<file path="config.mk">
export PLATFORM = sky130hd
export DESIGN_NAME = rto_wire_host
export DESIGN_NICKNAME = d
export VERILOG_FILES = /design/src/rtl/rto_pkg.sv /design/src/rtl/rto_bit_tx.sv /design/src/rtl/rto_bit_rx.sv /design/src/rtl/rto_wire_host.sv
export SDC_FILE = /design/constraint.sdc
export NUM_CORES = 1
export LEC_CHECK = 0
export ABC_AREA = 1
export BUFFER_PORTS_ARGS = -buffer_cell sky130_fd_sc_hd__buf_2
export CAP_MARGIN = 25
export CORE_ASPECT_RATIO = 1.1
export CORE_MARGIN = 1.5
export CORE_UTILIZATION = 50
export DETAILED_ROUTE_END_ITERATION = 12
export GPL_ROUTABILITY_DRIVEN = 0
export MAX_ROUTING_LAYER = met4
export PLACE_DENSITY_LB_ADDON = 0.25
export SETUP_SLACK_MARGIN = 0.1
export SLEW_MARGIN = 15
export SYNTH_ARGS = -nofsm -noshare
export SYNTH_HDL_FRONTEND = slang
export SYNTH_SLANG_ARGS = --single-unit
</file>
<file path="constraint.sdc">
create_clock -name clk -period 2.4 [get_ports clk]
set_input_delay 0.48 -clock clk [delete_from_list [all_inputs] [get_ports clk]]
set_output_delay 0.48 -clock clk [all_outputs]
set_load 0.1 [all_outputs]
</file>
<file path="src/rtl/rto_pkg.sv">
// Package: shared types for the return-to-one single-wire host.
// Assumes: one transaction in flight at a time.
package rto_pkg;

    localparam int BYTE_W = 8;
    localparam int ADDR_W = 7;

    typedef enum logic [2:0] {
        ST_IDLE = 3'd0,
        ST_BRK  = 3'd1,
        ST_CMD  = 3'd2,
        ST_WR   = 3'd3,
        ST_RD   = 3'd4
    } host_st_t;

endpackage

</file>
<file path="src/rtl/rto_bit_tx.sv">
// Module: rto_bit_tx
// Generates one low-then-released frame on the wire enable. The frame is
// lo_len cycles of pull-down followed by release until tot_len cycles
// have elapsed. The same engine serves break pulses and data bits.
// Assumes: go is only raised while busy is low; lo_len < tot_len.
module rto_bit_tx #(
    parameter int CW = 8
) (
    input  logic          clk,
    input  logic          rst_n,
    input  logic          go,
    input  logic [CW-1:0] lo_len,
    input  logic [CW-1:0] tot_len,
    output logic          line_oe,
    output logic          busy,
    output logic          fin
);

    logic          active;
    logic [CW-1:0] cnt;
    logic [CW-1:0] lo_q;
    logic [CW-1:0] tot_q;

    // Frame counter: latch the lengths on go, count to the end of the frame.
    always_ff @(posedge clk) begin
        if (!rst_n) begin
            active <= 1'b0;
            cnt    <= '0;
            lo_q   <= '0;
            tot_q  <= '0;
        end else if (!active) begin
            if (go) begin
                active <= 1'b1;
                cnt    <= '0;
                lo_q   <= lo_len;
                tot_q  <= tot_len;
            end
        end else if (cnt == tot_q - CW'(1)) begin
            active <= 1'b0;
        end else begin
            cnt <= cnt + CW'(1);
        end
    end

    assign line_oe = active && (cnt < lo_q);
    assign busy    = active;
    assign fin     = active && (cnt == tot_q - CW'(1));

endmodule

</file>
<file path="src/rtl/rto_bit_rx.sv">
// Module: rto_bit_rx
// Receives return-to-one frames from the peripheral. It registers the
// wire twice, finds a high-to-low change, waits T_SAMP cycles and
// reports the wire level as the bit. It flags a timeout when no falling
// edge arrives within T_TMO cycles of enable or of the previous sample.
// Assumes: line_in is already synchronous to clk; T_SAMP >= 1.
module rto_bit_rx #(
    parameter int T_SAMP = 10,
    parameter int T_TMO  = 200
) (
    input  logic clk,
    input  logic rst_n,
    input  logic en,
    input  logic line_in,
    output logic bit_vld,
    output logic bit_val,
    output logic tmo
);

    localparam int SW = $clog2(T_SAMP + 1);
    localparam int TW = $clog2(T_TMO + 1);

    logic          ln_q, ln_qq;
    logic          hold;
    logic [SW-1:0] scnt;
    logic [TW-1:0] tcnt;
    logic          fall;

    assign fall = ln_qq && !ln_q;

    // Wire history for edge detection, kept running at all times.
    always_ff @(posedge clk) begin
        if (!rst_n) begin
            ln_q  <= 1'b1;
            ln_qq <= 1'b1;
        end else begin
            ln_q  <= line_in;
            ln_qq <= ln_q;
        end
    end

    // Edge-wait / sample-delay sequencer with silence counter.
    always_ff @(posedge clk) begin
        if (!rst_n || !en) begin
            hold <= 1'b0;
            scnt <= '0;
            tcnt <= '0;
        end else if (hold) begin
            if (scnt == SW'(T_SAMP - 1)) begin
                hold <= 1'b0;
                tcnt <= '0;
            end else begin
                scnt <= scnt + SW'(1);
            end
        end else if (fall) begin
            hold <= 1'b1;
            scnt <= '0;
        end else if (tcnt != TW'(T_TMO - 1)) begin
            tcnt <= tcnt + TW'(1);
        end
    end

    assign bit_vld = en && hold && (scnt == SW'(T_SAMP - 1));
    assign bit_val = ln_q;
    assign tmo     = en && !hold && !fall && (tcnt == TW'(T_TMO - 1));

    // A sample window opens only on a high-to-low change of the wire.
    p_open_on_fall_r6: assert property (@(posedge clk) disable iff (!rst_n)
        (en && $rose(hold)) |-> ($past(ln_qq) && !$past(ln_q)));

endmodule

</file>
<file path="src/rtl/rto_wire_host.sv">
// Module: rto_wire_host
// Host transaction sequencer for a single-wire return-to-one link.
// Sequence: break, command byte bit 0 first, then either write data
// bits or eight received frames. Ends with a one-cycle done pulse.
// Assumes: external open-drain pad with pull-up; line_in is synchronous.
module rto_wire_host
    import rto_pkg::*;
#(
    parameter int T_BRK     = 40,
    parameter int T_BRK_REC = 12,
    parameter int T_START   = 4,
    parameter int T_STOP    = 16,
    parameter int T_CYC     = 24,
    parameter int T_SAMP    = 10,
    parameter int T_TMO     = 200
) (
    input  logic              clk,
    input  logic              rst_n,
    input  logic              start,
    input  logic              rw,
    input  logic [ADDR_W-1:0] addr,
    input  logic [BYTE_W-1:0] wdata,
    output logic [BYTE_W-1:0] rdata,
    output logic              done,
    output logic              err,
    output logic              line_oe,
    input  logic              line_in
);

    localparam int TOT_BRK = T_BRK + T_BRK_REC;
    localparam int LEN_MAX = (TOT_BRK > T_CYC) ? TOT_BRK : T_CYC;
    localparam int CW      = $clog2(LEN_MAX + 1);
    localparam int IW      = $clog2(BYTE_W);

    host_st_t          st;
    logic [IW-1:0]     idx;
    logic [BYTE_W-1:0] cmd_q;
    logic [BYTE_W-1:0] wd_q;
    logic [BYTE_W-1:0] rsh;

    logic              tx_go, tx_busy, tx_fin;
    logic [CW-1:0]     tx_lo, tx_tot;
    logic              cur_bit;
    logic              rx_en, rx_vld, rx_val, rx_tmo;

    // Pick the frame shape for the current phase and bit.
    always_comb begin
        cur_bit = (st == ST_CMD) ? cmd_q[idx] : wd_q[idx];
        if (st == ST_BRK) begin
            tx_lo  = CW'(T_BRK);
            tx_tot = CW'(TOT_BRK);
        end else begin
            tx_lo  = cur_bit ? CW'(T_START) : CW'(T_STOP);
            tx_tot = CW'(T_CYC);
        end
    end

    assign tx_go = ((st == ST_BRK) || (st == ST_CMD) || (st == ST_WR)) && !tx_busy;
    assign rx_en = (st == ST_RD);

    rto_bit_tx #(.CW(CW)) u_tx (
        .clk     (clk),
        .rst_n   (rst_n),
        .go      (tx_go),
        .lo_len  (tx_lo),
        .tot_len (tx_tot),
        .line_oe (line_oe),
        .busy    (tx_busy),
        .fin     (tx_fin)
    );

    rto_bit_rx #(.T_SAMP(T_SAMP), .T_TMO(T_TMO)) u_rx (
        .clk     (clk),
        .rst_n   (rst_n),
        .en      (rx_en),
        .line_in (line_in),
        .bit_vld (rx_vld),
        .bit_val (rx_val),
        .tmo     (rx_tmo)
    );

    // Transaction state, bit index, shift registers and results.
    always_ff @(posedge clk) begin
        if (!rst_n) begin
            st    <= ST_IDLE;
            idx   <= '0;
            cmd_q <= '0;
            wd_q  <= '0;
            rsh   <= '0;
            rdata <= '0;
            done  <= 1'b0;
            err   <= 1'b0;
        end else begin
            done <= 1'b0;
            case (st)
                ST_IDLE: if (start) begin
                    cmd_q <= {rw, addr};
                    wd_q  <= wdata;
                    err   <= 1'b0;
                    idx   <= '0;
                    st    <= ST_BRK;
                end
                ST_BRK: if (tx_fin) begin
                    idx <= '0;
                    st  <= ST_CMD;
                end
                ST_CMD: if (tx_fin) begin
                    idx <= idx + IW'(1);
                    if (idx == IW'(BYTE_W - 1))
                        st <= cmd_q[BYTE_W-1] ? ST_WR : ST_RD;
                end
                ST_WR: if (tx_fin) begin
                    idx <= idx + IW'(1);
                    if (idx == IW'(BYTE_W - 1)) begin
                        done <= 1'b1;
                        st   <= ST_IDLE;
                    end
                end
                ST_RD: begin
                    if (rx_vld) begin
                        rsh <= {rx_val, rsh[BYTE_W-1:1]};
                        idx <= idx + IW'(1);
                        if (idx == IW'(BYTE_W - 1)) begin
                            rdata <= {rx_val, rsh[BYTE_W-1:1]};
                            done  <= 1'b1;
                            st    <= ST_IDLE;
                        end
                    end else if (rx_tmo) begin
                        err  <= 1'b1;
                        done <= 1'b1;
                        st   <= ST_IDLE;
                    end
                end
                default: st <= ST_IDLE;
            endcase
        end
    end

    // Idle host leaves the wire released.
    p_idle_release_r1: assert property (@(posedge clk) disable iff (!rst_n)
        (st == ST_IDLE) |-> !line_oe);

    // Host keeps off the wire while the peripheral talks.
    p_read_release_r8: assert property (@(posedge clk) disable iff (!rst_n)
        (st == ST_RD) |-> !line_oe);

    // Completion strobe lasts one cycle.
    p_done_single_r9: assert property (@(posedge clk) disable iff (!rst_n)
        done |=> !done);

    // Read data moves only with the completion of a read.
    p_rdata_hold_r9: assert property (@(posedge clk) disable iff (!rst_n)
        !$stable(rdata) |-> (done && !cmd_q[BYTE_W-1]));

    // Timeout error appears together with completion.
    p_err_done_r7: assert property (@(posedge clk) disable iff (!rst_n)
        $rose(err) |-> done);

    // A running transaction keeps its command whatever start does.
    p_busy_ignore_r10: assert property (@(posedge clk) disable iff (!rst_n)
        (st != ST_IDLE) |=> $stable(cmd_q));

endmodule

</file>
## Word-level counts from Yosys, hierarchy flattened

Cells that the tools add are included.

| storage, ports and cells | value |
|---|---|
| bits in registers | 74 |
| bits in latches | 0 |
| RAM bits | 0 |
| bits in read-only memories | 0 |
| logic and storage cells | 131 |
| memories | 0 |

| operators by class | value |
|---|---|
| add/subtract/negate cells | 5 |
| multiply operators | 0 |
| div/mod/pow operators | 0 |
| $lt $le $gt $ge | 2 |
| equal/unequal tests | 23 |
| shift-type cells | 0 |
| mux-type cells | 48 |
| bitwise gates (word level) | 1 |
| reduce and logical (&&, ||, !) cells | 35 |

Operators by type and width:

| kind | number |
|---|---|
| $mux W3 | 13 |
| $mux W8 | 4 |
| $mux W6 | 5 |
| $ne A2 B2 Y1 const B | 10 |
| $mux W1 | 16 |
| $pmux W3 S5 | 1 |
| $mux W4 | 3 |
| $pmux W3 S4 | 1 |
| $reduce_and A2 Y1 | 5 |
| $logic_and A1 B1 Y1 | 9 |
| $add A8 B1 Y8 const B | 1 |
| $eq A8 B8 Y1 const B | 1 |
| $ne A8 B8 Y1 const B | 1 |
| $reduce_bool A2 Y1 | 4 |
| $add A6 B1 Y6 const B | 1 |
| $bmux W1 S3 | 2 |
| $eq A3 B2 Y1 const B | 2 |
| $eq A3 B3 Y1 const B | 2 |
| $eq A6 B6 Y1 | 1 |
| $logic_not A1 Y1 | 6 |
| $lt A6 B6 Y1 | 1 |
| $ne A2 B1 Y1 const B | 3 |
| $reduce_and A3 Y1 | 2 |
| $reduce_and A6 Y1 | 1 |
| other kinds (16) | 19 |

## Longest topological paths before layout

Gate-level depths: netlist (run 1).

| depth | value |
|---|---|
| word-level depth | 8 |
| depth in mapped cells | 14 |

## By module

A second synthesis (run 1) with hierarchy kept.

| second synthesis, totals | value |
|---|---|
| cells, all modules | 546 |
| area, all modules | 3848.7 um^2 |

By module, submodules not included:

| module | instances | cells each | area an instance (um^2) |
|---|---|---|---|
| rto_wire_host | 1 | 257 | 1875.5 |
| rto_bit_tx | 1 | 155 | 1078.5 |
| rto_bit_rx | 1 | 134 | 894.6 |

## Worst setup path before layout (run 1)

OpenSTA, ideal clock, no wires.

| timing path | value |
|---|---|
| path kind | flip-flop to output port |
| start point | register u_tx.lo_q[3] |
| end point | output line_oe |
| arrival time | 5.638 ns |
| required time | 1.920 ns |
| slack | -3.718 ns |
| cell stages (with the launch flop) | 6 |
| buffers on the path | 0 |
| cell sequence | dfxtp_1 -> inv_1 -> ha_1 -> a21boi_0 -> o211a_1 -> a2111oi_0 |

| on the way | value |
|---|---|
| word-level cells in the longest chain between the ends | 2 |

Ends and longest elaborated chain:

| item | RTL line | RTL |
|---|---|---|
| from (decl) | rto_bit_tx.sv:21 | `logic [CW-1:0] lo_q;` |
| from (signal assigned) | rto_bit_tx.sv:35 | `lo_q <= lo_len;` |
| $lt A6 B6 Y1 | rto_bit_tx.sv:45 | `assign line_oe = active && (cnt < lo_q);` |
| $logic_and A1 B1 Y1 | rto_bit_tx.sv:45 |  |
| to (decl) | rto_wire_host.sv:26 | `output logic line_oe,` |

No other way between the ends.

## Final worst setup path (run 1)

Same ends and word-level chain as after synthesis.

==> results.cfg, run 1 <==
[timing]
worst_pin_slew_ns = 0.505
period_share_pct = 94.2
worst_slack_ns = 0.140
finClkSkew_ns = 0.00881
hold-worst-slack_ns = 0.337
fin_crit_ns = 2.26
slew_headroom_pct = 66.3
drv_slew = 0
fin_tns_setup_ns = 0
hold_violations = 0
rsz0062_at_grt = true
fmax_ghz = 0.443
finalSetupViolCount = 0

[power_and_ir_drop]
p_int_mw = 2.42
power.density_nw_per_um2 = 1060
seq_power_share_pct = 36.6
pwr-share-comb_pct = 37.1
leakagePower_nw = 1.53
p_sw_share_pct = 37.7
ir_worst_vdd_mv = 0.533
switchingPower_mw = 1.46
pwr-share-clk_pct = 26.2

[yosys]
synth.area.top_cells = dfxtp_1, nand2_1, a21oi_1, inv_1, nor2_1
synth_fa_ha_area_share_pct = 3.99
synth_compound_area_share_pct = 17.5
yosys_warnings = 0
synthXorXnorAreaFrac_pct = 1.12
synth_edf_count = 0
yosys.area.top_type = dfxtp_1
netlist.area_leader.share_pct = 42.2
synth_cell_types = 36
synth_ff_type = dfxtp_1
async_reset_ff_share_pct = 0
syn_avg_cell_area_um2 = 7.30
synth_cells = 429
synth_most_common_cell = nand2_1
synth-seq-cells = 66
synth_seq_area_share_pct = 42.2
syn_nets = 459
synth_common_cells = nand2_1, dfxtp_1, inv_1, a21oi_1, nor2_1
synth_simple_gate_area_share_pct = 26.8
synth_top_family_by_area = simple AND/OR/NAND/NOR gates
syn_area_um2 = 3130
muxShareOfSynthArea_pct = 0

[drt]
routed_wl_mm = 6.53
final_antenna_net_count = 0
route.detailed.drc = 0
via_per_inst = 5.21
vias = 2860
drt_first_pass_iters = 4
drtIter0Drc = 100
wl_per_cell_um = 11.9

[clocking]
clkLatencyLatePin_ns = 0.33
h-tree-depth = 3
clk_pin_slew_ns = 0.06
cts_tree = built
cts_buffers = 9
cts_max_path_buffers = 2
clkSinkCount = 66
cts_hold_buf = 0
root_buffer = clkbuf_8

[critical_path]
crit_slowest_cell = dfxtp_2
path_cells = inv_4 -> ha_4 -> a21boi_2 -> o211a_1 -> a2111oi_4 -> buf_12
critPathKind = reg -> out
arrival_ns = 1.78
cp.buffers_inverters = 2
cp_max_fo = 3
endpoint_kind = output port
cp.required_ns = 1.92
cp-start-kind = flop
cpLargestDelayFamily = compound AO/OA/AOI/OAI gates
max_stage_delay_ns = 0.36

[job]
cap_violations = 0

[cells_and_area]
drive_gt1_share_pct = 16.8
multi_input_area_um2 = 1590
area_growth_syn_to_layout_pct = 16.9
fillers = 558
n_antenna_cell = 0
nets = 495
seq_area_um2 = 1330

[global_routing]
grtUsageTotal_pct = 21.9
grt.overflow.total = 0
antenna_found_initial = 0
grt_pass1_vias = 2656
grt_max_degree = 28
grt_pass1_wl_mm = 11.3

[placed_design]
pre_cts_slack_ns = 0.344
dp_hpwl_mm = 4.68
io_buffers = 30

[floorplan]
pin_count = 31
row_count = 30
core_area_um2 = 6120
die_h_um = 86.0
die-area_um2 = 6750
start_util_pct = 51.2
die_x_um = 78.5

[outcome]
status = finished, final reports clean

[hold_path]
holdCritPathClass = in -> reg
[stage by stage]
stage               cells  instance area [µm²]  total power, mW  util (%)
floorplan             429                 3150             2.50         -
global placement      531                 3390             2.77      55.3
detailed placement    531                 3390             2.80      55.3
CTS                   548                 3660             3.89      59.8
global route          549                 3660             4.18      59.9
finish                549                 3660             3.89      59.9
[worst paths after layout]
check	end	startpoint	cells past startpoint	slack (ns)
max	line_oe	u_tx.lo_q[3]$_SDFFE_PN0P_	6	0.14
min	u_rx.bit_val$_SDFF_PN1_	line_in	2	0.34
min reg2reg	cmd_q[5]$_SDFFE_PN0P_	cmd_q[5]$_SDFFE_PN0P_	2	0.46
max reg2reg	u_tx.cnt[3]$_SDFFE_PN0P_	u_tx.lo_q[3]$_SDFFE_PN0P_	14	0.39
[sequential cells by signal, summed over array words and instances (netlist names), 4 cells and up]
name / flops
wd_q: 8
u_rx.tcnt: 8
rsh: 7
cmd_q: 8
rdata: 8
u_tx.cnt: 6
u_rx.scnt: 4
[cells in the final DEF (no fill, tap or decap), types with 2 or more instances in the layout]
cell | netlist | final
nand2_1 | 74 | 74
dfxtp_1 | 66 | 64
inv_1 | 53 | 52
a21oi_1 | 49 | 49
nor2_1 | 49 | 49
nand3_1 | 31 | 31
buf_2 | 4 | 29
o21ai_0 | 28 | 28
clkbuf_8 | 0 | 11
ha_1 | 10 | 8
nor3_1 | 7 | 7
nand4_1 | 6 | 6
a211oi_1 | 6 | 6
buf_4 | 0 | 6
nor2_2 | 4 | 4
nand2_2 | 4 | 4
nor2_4 | 4 | 4
o22ai_1 | 4 | 4
xor2_1 | 4 | 4
inv_4 | 1 | 2
o211ai_1 | 2 | 2
inv_2 | 2 | 2
nand3_2 | 2 | 2
ha_4 | 0 | 2
bufinv_16 | 0 | 2
clkbuf_1 | 5 | 2
[final cells by class]
type                       instances  share of cell area (%)
inverter                          56                    5.87
clock buffer                      13                    4.34
multi-input combinational        296                    43.5
clock inverter                     2                    1.64
tap                               80                    2.73
timing repair buffer              36                    5.74
sequential                        66                    36.2
[metal layers]
layer  vias up  wire, µm  GRT usage (%)
met2        51      3180           36.5
li1       1485         -              -
met3        15       232           4.04
met4         0       146           11.2
met5         -         0              -
met1      1309      2970           25.0
[power groups by stage]
| stage | logic (mW) | registers, mW | clock network [mW] |
|---|---|---|---|
| 4_1_cts | 1.42 | 1.42 | 1.04 |
| 3_3_place_gp | 1.34 | 1.43 | 0 |
| 3_5_place_dp | 1.36 | 1.44 | 0 |
| 6_report | 1.44 | 1.42 | 1.02 |
| 2_1_floorplan | 1.13 | 1.37 | 0 |
| 5_1_grt | 1.64 | 1.45 | 1.09 |
[cells by family after synthesis]
| group | count (synthesis) |
|---|---|
| xor gates and xnor gates | 4 |
| adders and majority gates | 10 |
| AOI/OAI and AO/OA | 97 |
| buffers and inverters | 67 |
| and+or+nand+nor | 185 |
| DFF | 66 |
[timing repair]
action / 4_1_cts / 5_1_grt
gates resized for setup: 9 / 0
endpoints found under the setup margin: 1 / 1
buffers inserted: 2 / 1
pin swaps: 3 / 2
hold endpoints to repair: 0 / 0
(Power assumes the default switching activity.)
==> inputs of run 2 (changes only) <==
--- a/config.mk
+++ b/config.mk
@@ -8,8 +8,7 @@
 export ABC_AREA = 1
 export BUFFER_PORTS_ARGS = -buffer_cell sky130_fd_sc_hd__buf_2
 export CAP_MARGIN = 25
-export CORE_ASPECT_RATIO = 1.1
-export CORE_MARGIN = 1.5
+export CORE_MARGIN = 2
 export CORE_UTILIZATION = 50
 export DETAILED_ROUTE_END_ITERATION = 12
 export GPL_ROUTABILITY_DRIVEN = 0
==> constraint.sdc (replaced) <==
create_clock -name clk -period 2.8 [get_ports clk]
set_input_delay 0.56 -clock clk [delete_from_list [all_inputs] [get_ports clk]]
set_output_delay 0.56 -clock clk [all_outputs]
set_load 0.1 [all_outputs]
==> run 2 against run 1 <==
Final area decreased by 2.7%. First-iteration DRC count decreased by 2.0%. Largest power group is now registers. Global-route usage decreased by 1.9 points. Largest cell class unchanged. Sequential power decreased by 15%. Total power decreased by 18%.
==> results.cfg, run 2 (synthesis results as in run 1) <==
[critical_path]
cp.required_ns = 2.24
cpLargestDelayFamily = compound AO/OA/AOI/OAI gates
cp-start-kind = flop
endpoint_kind = output port
critPathKind = reg -> out
arrival_ns = 2.01
cp.buffers_inverters = 2
path_cells = inv_1 -> ha_1 -> a21boi_0 -> o211a_1 -> a2111oi_4 -> buf_4
max_stage_delay_ns = 0.35
cp_max_fo = 6
crit_slowest_cell = dfxtp_1

[floorplan]
die-area_um2 = 6920
start_util_pct = 52.3
die_h_um = 83.2
core_area_um2 = 5990
pin_count = 31
die_x_um = 83.2
row_count = 28

[cells_and_area]
finalNonFillerCells = 540
multi_input_area_um2 = 1560
n_antenna_cell = 0
final_cell_mix = nand2_1, dfxtp_1, inv_1, a21oi_1, nor2_1
utilization_pct = 59.5
final_common_cell = nand2_1
area_growth_syn_to_layout_pct = 13.7
nets = 491
drive_gt1_share_pct = 15.1
fillers = 558
seq_area_um2 = 1320

[clocking]
cts_max_path_buffers = 2
clkSinkCount = 66
cts_tree = built
clkLatencyLatePin_ns = 0.34
clk_pin_slew_ns = 0.06
cts_buffers = 9
h-tree-depth = 3
root_buffer = clkbuf_8

[timing]
fin_tns_setup_ns = 0
slew_headroom_pct = 53.5
fin_crit_ns = 2.57
fmax_ghz = 0.389
period_share_pct = 91.8
finClkSkew_ns = 0.00661
rsz0062_at_grt = false
drv_slew = 0
hold_violations = 0
worst_pin_slew_ns = 0.696
finalSetupViolCount = 0

[drt]
wl_per_cell_um = 11.7
drtIter0Drc = 98
m1WireLength_mm = 3.00
highest_layer = met4
vias = 2795
via_per_inst = 5.18
routed_wl_mm = 6.31
route.met2.wl_mm = 2.97
drt_first_pass_iters = 4
met3_wirelength_um = 207
route.detailed.drc = 0
final_antenna_net_count = 0

[power_and_ir_drop]
finalPower_mw = 3.17
ir_worst_vdd_mv = 0.457
power.density_nw_per_um2 = 889
leakagePower_nw = 1.50

[global_routing]
grt_max_degree = 28
grtUsageTotal_pct = 20.0
antenna_found_initial = 0
grt.overflow.total = 0
grt_pass1_wl_mm = 11.2
grt_pass1_vias = 2632

[job]
cap_violations = 0

[placed_design]
dp_hpwl_mm = 4.67
io_buffers = 30
placed_cells = 525

[hold_path]
holdCritPathClass = in -> reg

[outcome]
status = finished, final reports clean
run 2: routing by layer:
| metal | global-route usage (%) | vias to the layer above |
|---|---|---|
| li1 | - | 1480 |
| met3 | 3.98 | 11 |
| met2 | 32.6 | 35 |
| met4 | 9.69 | 0 |
| met1 | 23.6 | 1269 |
| met5 | - | - |
run 2: worst paths after layout:
check	start	to	slack [ns]	depth (start not counted)
setup / recovery	u_tx.lo_q[3]$_SDFFE_PN0P_	line_oe	0.23	6
setup reg to reg	u_tx.lo_q[3]$_SDFFE_PN0P_	idx[0]$_SDFFE_PN0P_	0.85	12
hold reg to reg	wd_q[7]$_SDFFE_PN0P_	wd_q[7]$_SDFFE_PN0P_	0.45	2
hold / removal	line_in	u_rx.bit_val$_SDFF_PN1_	0.41	2
run 2: cell type report:
type / instances / share of cell area, %
multi-input cells: 296 / 43.9
flip-flops and latches: 66 / 37.1
inverters: 56 / 5.97
clock buffers: 13 / 4.74
repair buffers: 32 / 4.71
well taps: 75 / 2.63
clock inverters: 2 / 0.983
run 2: through the flow:
| step | instance area, µm² | hold slack (ns) | setup slack [ns] |
|---|---|---|---|
| final | 3560 | 0.405 | 0.228 |
| after global routing | 3560 | 0.406 | 0.140 |
| after CTS | 3560 | 0.391 | 0.212 |
| after detailed placement | 3360 | 0.445 | 0.461 |
| after global placement | 3360 | 0.442 | 0.521 |
| after floorplan | 3150 | 0.429 | 0.129 |
run 2: where the power goes:
| group | switching (mW) | internal, mW |
|---|---|---|
| Clock | 0.334 | 0.478 |
| Sequential | 0.130 | 1.08 |
| Combinational | 0.758 | 0.388 |
| Total | 1.22 | 1.95 |
run 2: timing repair:
item	4_1_cts	5_1_grt
resized for setup	1	0
setup buffers	0	0
setup endpoints to repair	1	0
hold buffers	0	0
endpoints found under the hold margin	0	0
